### src/rtl/uwire_pkg.sv
package uwire_pkg;

  typedef enum logic [2:0] {
    ST_IDLE,
    ST_OPC,
    ST_ADDR,
    ST_RDATA,
    ST_WDATA,
    ST_BUSY,
    ST_DONE,
    ST_HOLD
  } uw_state_e;

  localparam logic [1:0] OPC_READ    = 2'b10;
  localparam logic [1:0] OPC_WRITE   = 2'b01;
  localparam logic [1:0] OPC_SPECIAL = 2'b00;

  localparam logic [1:0] SPC_UNLOCK = 2'b11;
  localparam logic [1:0] SPC_LOCK   = 2'b00;
  localparam logic [1:0] SPC_ERASE  = 2'b10;

endpackage

### src/rtl/uwire_sync.sv
module uwire_sync #(
  parameter int N      = 3,
  parameter int STAGES = 2
) (
  input  logic         clk,
  input  logic         rst_n,
  input  logic [N-1:0] pin_i,
  output logic [N-1:0] pin_s
);

  logic [N-1:0] stg_q [STAGES];

  always_ff @(posedge clk or negedge rst_n) begin
    if (!rst_n) begin
      for (int s = 0; s < STAGES; s++) stg_q[s] <= '0;
    end else begin
      stg_q[0] <= pin_i;
      for (int s = 1; s < STAGES; s++) stg_q[s] <= stg_q[s-1];
    end
  end

  assign pin_s = stg_q[STAGES-1];

endmodule

### src/rtl/uwire_store.sv
module uwire_store #(
  parameter int W  = 16,
  parameter int AW = 6,
  localparam int DEPTH = 1 << AW
) (
  input  logic          clk,
  input  logic          rst_n,
  input  logic          wr,
  input  logic          erase,
  input  logic          unlocked,
  input  logic [AW-1:0] addr,
  input  logic [W-1:0]  wdata,
  output logic [W-1:0]  rdata
);

  logic [W-1:0] mem_q [DEPTH];

  always_ff @(posedge clk or negedge rst_n) begin
    if (!rst_n) begin
      for (int i = 0; i < DEPTH; i++) mem_q[i] <= '1;
    end else if (erase) begin
      for (int i = 0; i < DEPTH; i++) mem_q[i] <= '1;
    end else if (wr) begin
      mem_q[addr] <= wdata;
    end
  end

  assign rdata = mem_q[addr];

  // the array only changes while the lock is open
  a_r2_write_needs_unlock: assert property (@(posedge clk) disable iff (!rst_n)
    (wr || erase) |-> unlocked);

  // a write strobe lands its data at its address
  a_r3_write_lands: assert property (@(posedge clk) disable iff (!rst_n)
    wr |=> mem_q[$past(addr)] == $past(wdata));

  // erase fills the ends of the array with ones
  a_r8_erase_fills: assert property (@(posedge clk) disable iff (!rst_n)
    erase |=> (mem_q[0] == '1) && (mem_q[DEPTH-1] == '1));

endmodule

### src/rtl/uwire_ctrl.sv
module uwire_ctrl
  import uwire_pkg::*;
#(
  parameter int          W           = 16,
  parameter int          AW          = 6,
  parameter int unsigned BUSY_CYCLES = 300000,
  localparam int MAXB = (AW > W) ? AW : W,
  localparam int CW   = $clog2(MAXB),
  localparam int LW   = $clog2(W),
  localparam int BW   = $clog2(BUSY_CYCLES + 1)
) (
  input  logic          clk,
  input  logic          rst_n,
  input  logic          cs_s,
  input  logic          sk_s,
  input  logic          di_s,
  input  logic [W-1:0]  rdata,
  output logic          dout,
  output logic          wr,
  output logic          erase,
  output logic          unlocked,
  output logic [AW-1:0] addr,
  output logic [W-1:0]  wdata
);

  uw_state_e     st_q, st_d;
  logic [CW-1:0] cnt_q, cnt_d;
  logic [1:0]    opc_q, opc_d;
  logic [AW-1:0] addr_q, addr_d, a_n;
  logic [W-1:0]  sh_q, sh_d, w_n;
  logic [BW-1:0] bcnt_q, bcnt_d;
  logic          wen_q, wen_d;
  logic          do_q, do_d;
  logic          sk_d1;
  logic          rise;
  logic [LW-1:0] bit_idx;

  assign rise    = sk_s & ~sk_d1;
  assign a_n     = {addr_q[AW-2:0], di_s};
  assign w_n     = {sh_q[W-2:0], di_s};
  assign bit_idx = LW'(W - 1) - cnt_q[LW-1:0];

  always_comb begin
    st_d   = st_q;
    cnt_d  = cnt_q;
    opc_d  = opc_q;
    addr_d = addr_q;
    sh_d   = sh_q;
    bcnt_d = bcnt_q;
    wen_d  = wen_q;
    do_d   = do_q;
    wr     = 1'b0;
    erase  = 1'b0;
    case (st_q)
      ST_BUSY: begin
        do_d = 1'b0;
        if (bcnt_q == '0) st_d = ST_DONE;
        else              bcnt_d = bcnt_q - 1'b1;
      end
      ST_DONE: begin
        do_d = cs_s;
        if (!cs_s) st_d = ST_IDLE;
      end
      default: begin
        if (!cs_s) begin
          st_d = ST_IDLE;
          do_d = 1'b0;
        end else if (rise) begin
          case (st_q)
            ST_IDLE: begin
              if (di_s) begin
                st_d  = ST_OPC;
                cnt_d = '0;
              end
            end
            ST_OPC: begin
              opc_d = {opc_q[0], di_s};
              if (cnt_q == CW'(1)) begin
                st_d  = ST_ADDR;
                cnt_d = '0;
              end else begin
                cnt_d = cnt_q + 1'b1;
              end
            end
            ST_ADDR: begin
              addr_d = a_n;
              if (cnt_q == CW'(AW - 1)) begin
                cnt_d = '0;
                case (opc_q)
                  OPC_READ: begin
                    st_d = ST_RDATA;
                    do_d = 1'b0;
                  end
                  OPC_WRITE: st_d = ST_WDATA;
                  OPC_SPECIAL: begin
                    st_d = ST_HOLD;
                    case (a_n[AW-1:AW-2])
                      SPC_UNLOCK: wen_d = 1'b1;
                      SPC_LOCK:   wen_d = 1'b0;
                      SPC_ERASE: begin
                        if (wen_q) begin
                          erase  = 1'b1;
                          st_d   = ST_BUSY;
                          bcnt_d = BW'(BUSY_CYCLES - 1);
                        end
                      end
                      default: ;
                    endcase
                  end
                  default: st_d = ST_HOLD;
                endcase
              end else begin
                cnt_d = cnt_q + 1'b1;
              end
            end
            ST_RDATA: begin
              do_d = rdata[bit_idx];
              if (cnt_q == CW'(W - 1)) begin
                cnt_d  = '0;
                addr_d = addr_q + 1'b1;
              end else begin
                cnt_d = cnt_q + 1'b1;
              end
            end
            ST_WDATA: begin
              sh_d = w_n;
              if (cnt_q == CW'(W - 1)) begin
                cnt_d = '0;
                if (wen_q) begin
                  wr     = 1'b1;
                  st_d   = ST_BUSY;
                  bcnt_d = BW'(BUSY_CYCLES - 1);
                end else begin
                  st_d = ST_HOLD;
                end
              end else begin
                cnt_d = cnt_q + 1'b1;
              end
            end
            default: ;
          endcase
        end
      end
    endcase
  end

  always_ff @(posedge clk or negedge rst_n) begin
    if (!rst_n) begin
      st_q   <= ST_IDLE;
      cnt_q  <= '0;
      opc_q  <= '0;
      addr_q <= '0;
      sh_q   <= '0;
      bcnt_q <= '0;
      wen_q  <= 1'b0;
      do_q   <= 1'b0;
      sk_d1  <= 1'b0;
    end else begin
      st_q   <= st_d;
      cnt_q  <= cnt_d;
      opc_q  <= opc_d;
      addr_q <= addr_d;
      sh_q   <= sh_d;
      bcnt_q <= bcnt_d;
      wen_q  <= wen_d;
      do_q   <= do_d;
      sk_d1  <= sk_s;
    end
  end

  assign dout     = do_q;
  assign unlocked = wen_q;
  assign addr     = addr_q;
  assign wdata    = w_n;

  // a deselected idle model keeps its output low
  a_r1_quiet_deselected: assert property (@(posedge clk) disable iff (!rst_n)
    (!cs_s && st_q != ST_BUSY && st_q != ST_DONE) |=> !dout);

  // busy shows 0 on the output
  a_r6_busy_low: assert property (@(posedge clk) disable iff (!rst_n)
    (st_q == ST_BUSY) |=> !dout);

  // no new store operation starts during a busy period
  a_r6_no_store_busy: assert property (@(posedge clk) disable iff (!rst_n)
    (st_q == ST_BUSY) |-> !(wr || erase));

  // the lock only moves on a serial clock edge
  a_r7_lock_on_edge: assert property (@(posedge clk) disable iff (!rst_n)
    !rise |=> $stable(wen_q));

endmodule

### src/rtl/uwire_eeprom.sv
module uwire_eeprom #(
  parameter int          BYTES       = 128,
  parameter bit          WORD16      = 1'b1,
  parameter int unsigned BUSY_CYCLES = 300000
) (
  input  logic clk,
  input  logic rst_n,
  input  logic cs,
  input  logic sk,
  input  logic di,
  output logic dout
);

  localparam int W  = WORD16 ? 16 : 8;
  localparam int AW = WORD16 ? $clog2(BYTES) - 1 : $clog2(BYTES);

  logic [2:0]    pins_s;
  logic          wr, erase, unlocked;
  logic [AW-1:0] addr;
  logic [W-1:0]  wdata, rdata;

  uwire_sync #(.N(3), .STAGES(2)) u_sync (
    .clk   (clk),
    .rst_n (rst_n),
    .pin_i ({cs, sk, di}),
    .pin_s (pins_s)
  );

  uwire_ctrl #(.W(W), .AW(AW), .BUSY_CYCLES(BUSY_CYCLES)) u_ctrl (
    .clk      (clk),
    .rst_n    (rst_n),
    .cs_s     (pins_s[2]),
    .sk_s     (pins_s[1]),
    .di_s     (pins_s[0]),
    .rdata    (rdata),
    .dout     (dout),
    .wr       (wr),
    .erase    (erase),
    .unlocked (unlocked),
    .addr     (addr),
    .wdata    (wdata)
  );

  uwire_store #(.W(W), .AW(AW)) u_store (
    .clk      (clk),
    .rst_n    (rst_n),
    .wr       (wr),
    .erase    (erase),
    .unlocked (unlocked),
    .addr     (addr),
    .wdata    (wdata),
    .rdata    (rdata)
  );

endmodule

### config.mk
export PLATFORM = sky130hd
export DESIGN_NAME = uwire_eeprom
export DESIGN_NICKNAME = d
export VERILOG_FILES = /design/src/rtl/uwire_pkg.sv /design/src/rtl/uwire_sync.sv /design/src/rtl/uwire_store.sv /design/src/rtl/uwire_ctrl.sv /design/src/rtl/uwire_eeprom.sv
export SDC_FILE = /design/constraint.sdc
export NUM_CORES = 2
export LEC_CHECK = 0
export BUFFER_PORTS_ARGS = -buffer_cell sky130_fd_sc_hd__buf_4
export CAP_MARGIN = 20
export CORE_MARGIN = 5
export CORE_UTILIZATION = 58
export DETAILED_ROUTE_END_ITERATION = 8
export PLACE_DENSITY = 0.77
export SKIP_CTS_REPAIR_TIMING = 1
export SYNTH_ARGS = -nofsm -noshare
export SYNTH_HDL_FRONTEND = slang
export SYNTH_HIERARCHICAL = 1
export SYNTH_SLANG_ARGS = --single-unit
### constraint.sdc
create_clock -name clk -period 3.26 [get_ports clk]
set_input_delay 0.978 -clock clk [delete_from_list [all_inputs] [get_ports clk]]
set_output_delay 0.978 -clock clk [all_outputs]
set_load 0.1 [all_outputs]
Yosys cells after proc, flatten, opt, wreduce, memory -nomap -nowiden
Cells that the tools add are included.

Flip-flop bits (word level): 1082. Word-level logic and storage cells: 201.

Add/subtract/negate cells: 4. $lt $le $gt $ge: 3. Equality and inequality tests: 32. Multiplexer cells: 60. Bitwise logic cells: 5. Reduce and logical (&&, ||, !) cells: 22.

Operator list (number): 1024-bit two-way mux (2); 1024-bit bitwise mux (1); 19-bit two-way mux (8); 16-bit binary-select mux with 6-bit select (1); 16-bit demux with 6-bit select (1); 19-bit one-hot mux with 2 select lines (2); 16-bit two-way mux (3); 3-bit two-way mux (9); 19-bit logical NOT (1); 19-bit by 1-bit subtractor with 19-bit output (second input constant) (1); 1-bit two-way mux (18); 4-bit two-way mux (4); 4-bit one-hot mux with 4 select lines (1); 3-bit one-hot mux with 4 select lines (1); 6-bit one-hot mux with 2 select lines (1); 4-bit AND reduction (3); 5-bit AND reduction (2); 2-bit nonzero test (5); 3-bit == test (second input constant) (3); 3-bit by 2-bit inequality test with 1-bit output (second input constant) (3); 3-bit one-hot mux with 3 select lines (1); 9-bit AND reduction (1); 4-bit by 2-bit inequality test with 1-bit output (second input constant) (2); 4-bit by 3-bit inequality test with 1-bit output (second input constant) (2); 37 further kinds (50).

Longest topological paths before layout
Word-level depth: 10. Gate-level depth with buffers: 15. Depth with buffers taken out: 11.

Hierarchy
Netlist, hierarchy kept.

By module, submodules not included: uwire_store (times used 1, cells each 5564, area an instance 50786.2 µm², seq. area each 26905.8 µm²); uwire_ctrl (times used 1, cells each 331, area an instance 3123.0 µm², seq. area each 1301.2 µm²); uwire_sync (times used 1, cells each 9, area an instance 172.7 µm², seq. area each 150.1 µm²).

Worst setup path after synthesis
OpenSTA, ideal clock, no wires.

Path kind: reg-to-reg. Start point: register u_ctrl.addr_q[1] (netlist: u_ctrl/addr[1]). End point: register u_ctrl.do_q (netlist: u_ctrl/dout). Setup time: 0.120 ns. Data arrival time: 3.127 ns. Slack: 0.013 ns. Stages on the path, launching flop included: 13. Clock period less this slack: 3.247 ns. Cells stage by stage: dfrtp_1 -> buf_4 -> buf_2 -> buf_2 -> mux4_2 -> mux2i_1 -> o22ai_1 -> or4_1 -> mux4_2 -> mux2_2 -> nand3_1 -> o2111ai_1 -> and3b_1.

Longest elaborated chain between the ends: 10.

RTL lines: start: declaration (line uwire_ctrl.sv:29) `logic [AW-1:0] addr_q, addr_d, a_n;`; start signal: assignment (line uwire_ctrl.sv:162) `addr_q <= addr_d;`; 6-bit inverter with 7-bit output (implied by the code) (line uwire_store.sv:28) `assign rdata = mem_q[addr];`; 16-bit binary-select mux with 6-bit select (line uwire_store.sv:28); 16-bit two-way mux (implied by the code) (2 in a row) (line uwire_store.sv:28); net rdata[6] (line uwire_eeprom.sv:20) `logic [W-1:0] wdata, rdata;`; 1-bit binary-select mux with 4-bit select (line uwire_ctrl.sv:117) `do_d = rdata[bit_idx];`; 1-bit two-way mux (implied by the code) (line uwire_ctrl.sv:117); 1-bit one-hot mux with 2 select lines (line uwire_ctrl.sv:69) `case (st_q)`; 1-bit two-way mux (line uwire_ctrl.sv:68) `end else if (rise) begin`; 1-bit two-way mux (line uwire_ctrl.sv:65) `if (!cs_s) begin`; 1-bit one-hot mux with 2 select lines (line uwire_ctrl.sv:54) `case (st_q)`; end signal: assignment (line uwire_ctrl.sv:166) `do_q <= do_d;`; end: declaration (line uwire_ctrl.sv:33) `logic do_q, do_d;`.

The timed path passes the listed nets, and every way through them passes these cells. The select of a mux whose other input is x is not followed. A chain may end at the register's enable or synchronous reset.

Worst setup path after layout
Start point: register u_ctrl.addr_q[2] (netlist: u_ctrl/addr[2]). End point: register u_ctrl.do_q (netlist: u_ctrl/dout).

Same word-level chain as after synthesis.

==> impl_metrics.env <==
export IMPL_final_antenna_net_count=0
export IMPL_cp_start_kind="flop"
export IMPL_violations="setup timing"
export IMPL_final_nets=6106
export IMPL_wl_per_cell_um=28.3
export IMPL_place_gp_congestion=1.06
export IMPL_rsz0062_at_grt="true"
export IMPL_synthTopCellsByCount="nand2_1 (1,779), dfstp_2 (1,024), nand3_1 (750)"
export IMPL_start_util_pct=58.2
export IMPL_cts_tree="done"
export IMPL_fin_crit_sh_pct=116
export IMPL_dp_slack_ns=-0.909
export IMPL_globalRouteOverflowTotal=0
export IMPL_setup_slack_ns=-0.506
export IMPL_maxCapViolCount=0
export IMPL_antenna_found_initial=9
export IMPL_root_buffer="clkbuf_16"
export IMPL_cp_end_kind="flop"
export IMPL_viasPerCell=6.87
export IMPL_htreeDepth=3
export IMPL_drv_slew=0
export IMPL_rows=112
export IMPL_ios=6
export IMPL_post_dp_hpwl_um=130000
export IMPL_synth_area_leaders="dfstp_2 (50%), nand2_1 (12%), nand3_1 (6.9%)"
export IMPL_layoutNonFillerInstCount=7448
export IMPL_drtPass1Iterations=9
export IMPL_async_flop_share_pct=100
export IMPL_tightest_slew_ns=1.25
export IMPL_synth_area_um2=54100
export IMPL_dp_cells=7190
export IMPL_cts_buffers=114
export IMPL_numPortBuffers=5
export IMPL_cp_startpoint="u_ctrl/addr[2]"
export IMPL_min_from="u_sync/stg_q[4]"
export IMPL_cts_sinks=1082
export IMPL_crit_type="reg2reg"
export IMPL_grt_pass1_vias=49400
export IMPL_drive_gt1_share_pct=34.5
export IMPL_grt_max_degree=133
export IMPL_grt_pass1_wl_um=308000
export IMPL_synth_top_cell_area_share_pct=49.8
export IMPL_r2r_start="u_ctrl/addr[2]"
export IMPL_max_stage_delay_ns=0.52
export IMPL_holdPathEnd="u_sync/pin_s[1]"
export IMPL_die_area_um2=99500
export IMPL_reg2reg_setup_slack_ns=-0.51
export IMPL_p_leak_uw=0.0284
export IMPL_status="complete, but fails checks"
export IMPL_synth_most_common_cell="nand2_1"
export IMPL_synth_warnings=6
export IMPL_cts_max_path_buffers=3
export IMPL_clk_pin_slew_ns=0.07
export IMPL_clk_latency_ns=0.74
export IMPL_fin_skew_ns=0.0255
export IMPL_synth_cell_type_count=72
export IMPL_relSlewSlack_pct=16.4
export IMPL_reg2reg_depth=15
export IMPL_avgSynthCellArea_um2=9.16
export IMPL_ys_seq_elements=1082
export IMPL_syn_num_nets=5916
export IMPL_core_area_um2=92900
export IMPL_path_max_fanout=11
export IMPL_syn_to_final_growth_pct=19.6
export IMPL_yosys_area_top_type="dfstp_2"
export IMPL_ir_drop_uv=544
export IMPL_arrival_ns=4.42
export IMPL_hold_viol_final=0
export IMPL_vias=51200
export IMPL_path_cells="buf_12 -> buf_12 -> inv_2 -> buf_4 -> buf_4 -> a21oi_1 -> o21ai_0 -> a32oi_2 -> o21ai_1 -> nand3b_1 -> mux4_2 -> o22ai_2 -> or4b_4 -> o2111ai_2 -> and3b_1"
export IMPL_utilization_pct=69.6
export IMPL_powerDensity_nw_per_um2=672
export IMPL_synth_top_flop_cell="dfstp_2"
export IMPL_dieHeight_um=315
export IMPL_crit_slowest_cell="or4b_4"
export IMPL_fp_dieW_um=315
export IMPL_r2r_end="u_ctrl/dout"
export IMPL_syn_inst=5904
export IMPL_drtIter0Drc=8982
export IMPL_setup_violations=1
export IMPL_worstPathRequired_ns=3.92
export IMPL_synth_edf_count=0
export IMPL_layout_min_cycle_time_ns=3.77
export IMPL_routed_wl_um=211000
export IMPL_max_freq_mhz=266
export IMPL_min_delay_path_class="reg2reg"
export IMPL_drc=0
export IMPL_holdPathStages=0
export IMPL_track_usage_pct=40.3
export IMPL_synth_seq_area_share_pct=52.4
## metal layers
metal	vias to the layer above	part of all wire, %	routed length [µm]	track usage [%]
met1	25000	35	73400	53.0
met2	4231	42	87900	57.7
met3	1087	15	31100	12.8
li1	20900	-	-	-
met5	-	0.037	78	0
met4	10	8.5	18000	26.3
## where the power goes
group / internal [µW] / switching (µW)
logic: 5940 / 9600
registers: 13700 / 352
clock network: 8160 / 5740
## final cells by class
type | instances | area (µm²)
clock inverters | 58 | 687
well taps | 1254 | 1570
inverters | 18 | 75.1
multi-input cells | 4229 | 24000
diodes | 2 | 5.00
flip-flops and latches | 1082 | 28400
repair buffers | 649 | 6640
fillers | 6657 | 28200
clock buffers | 156 | 3290
## cell families after synthesis
logic type | count (synthesis) | share of synthesized area (%)
xor gates and xnor gates | 1 | 0.0162
DFF | 1082 | 52.4
muxes | 216 | 4.90
AOI/OAI and AO/OA | 914 | 12.4
buffers and inverters | 595 | 4.77
and+or+nand+nor | 3089 | 25.4
adders and majority gates | 7 | 0.162
## worst max-delay path, delay by kind of cell, from the launching register on
kind,cells,cell delay [ns]
AOI/OAI and AO/OA,6,1.28
buffers and inverters,5,0.84
and+or+nand+nor,3,0.83
DFF,1,0.50
muxes,1,0.24
## state kept, by name, summed over array words and instances, names as in the netlist
name             cells
u_ctrl/addr          6
u_ctrl/bcnt_q       19
u_ctrl/cnt_q         4
u_ctrl/dout          1
u_ctrl/opc_q         2
u_ctrl/sh_q         15
u_ctrl/sk_d1         1
u_ctrl/st_q          3
u_ctrl/unlocked      1
u_store/mem_q     1024
u_sync/pin_s         3
u_sync/stg_q         3
## placed cells by master (no fill, tap or decap), types with 25 or more instances in the layout
cell type,count
a211o_1,123
a21oi_1,68
a221oi_1,129
a221oi_2,47
a22o_1,25
a22oi_1,143
buf_12,121
buf_4,494
clkbuf_16,123
clkbuf_8,25
clkinv_2,36
dfrtp_1,39
dfstp_2,1024
mux2_2,39
mux2i_1,136
mux4_2,35
nand2_1,1776
nand3_1,748
nand3b_1,113
nor2_1,146
nor2b_1,137
nor3_1,39
o21ai_0,137
o22ai_1,62
## stage by stage
| stage | power (µW) | setup TNS (ns) | instance area, µm² | hold slack, ns |
|---|---|---|---|---|
| final | 43500 | -0.506 | 64700 | 0.356 |
| after CTS | 40800 | -0.955 | 63200 | 0.338 |
| after floorplan | 20200 | 0 | 54100 | 0.331 |
| after global placement | 26800 | -0.863 | 59200 | 0.344 |
| after global routing | 44200 | -0.513 | 64700 | 0.345 |
| after detailed placement | 27000 | -0.909 | 59300 | 0.336 |
## worst max-delay path by stage
stage / endpoint / cells past startpoint
CTS: u_ctrl/dout / 14
global placement: u_ctrl/dout / 13
detailed placement: u_ctrl/dout / 13
global route: u_ctrl/dout / 15
finish: u_ctrl/dout / 15
floorplan: u_ctrl/dout / 12
Note: power is estimated with default switching activity, not from simulation.
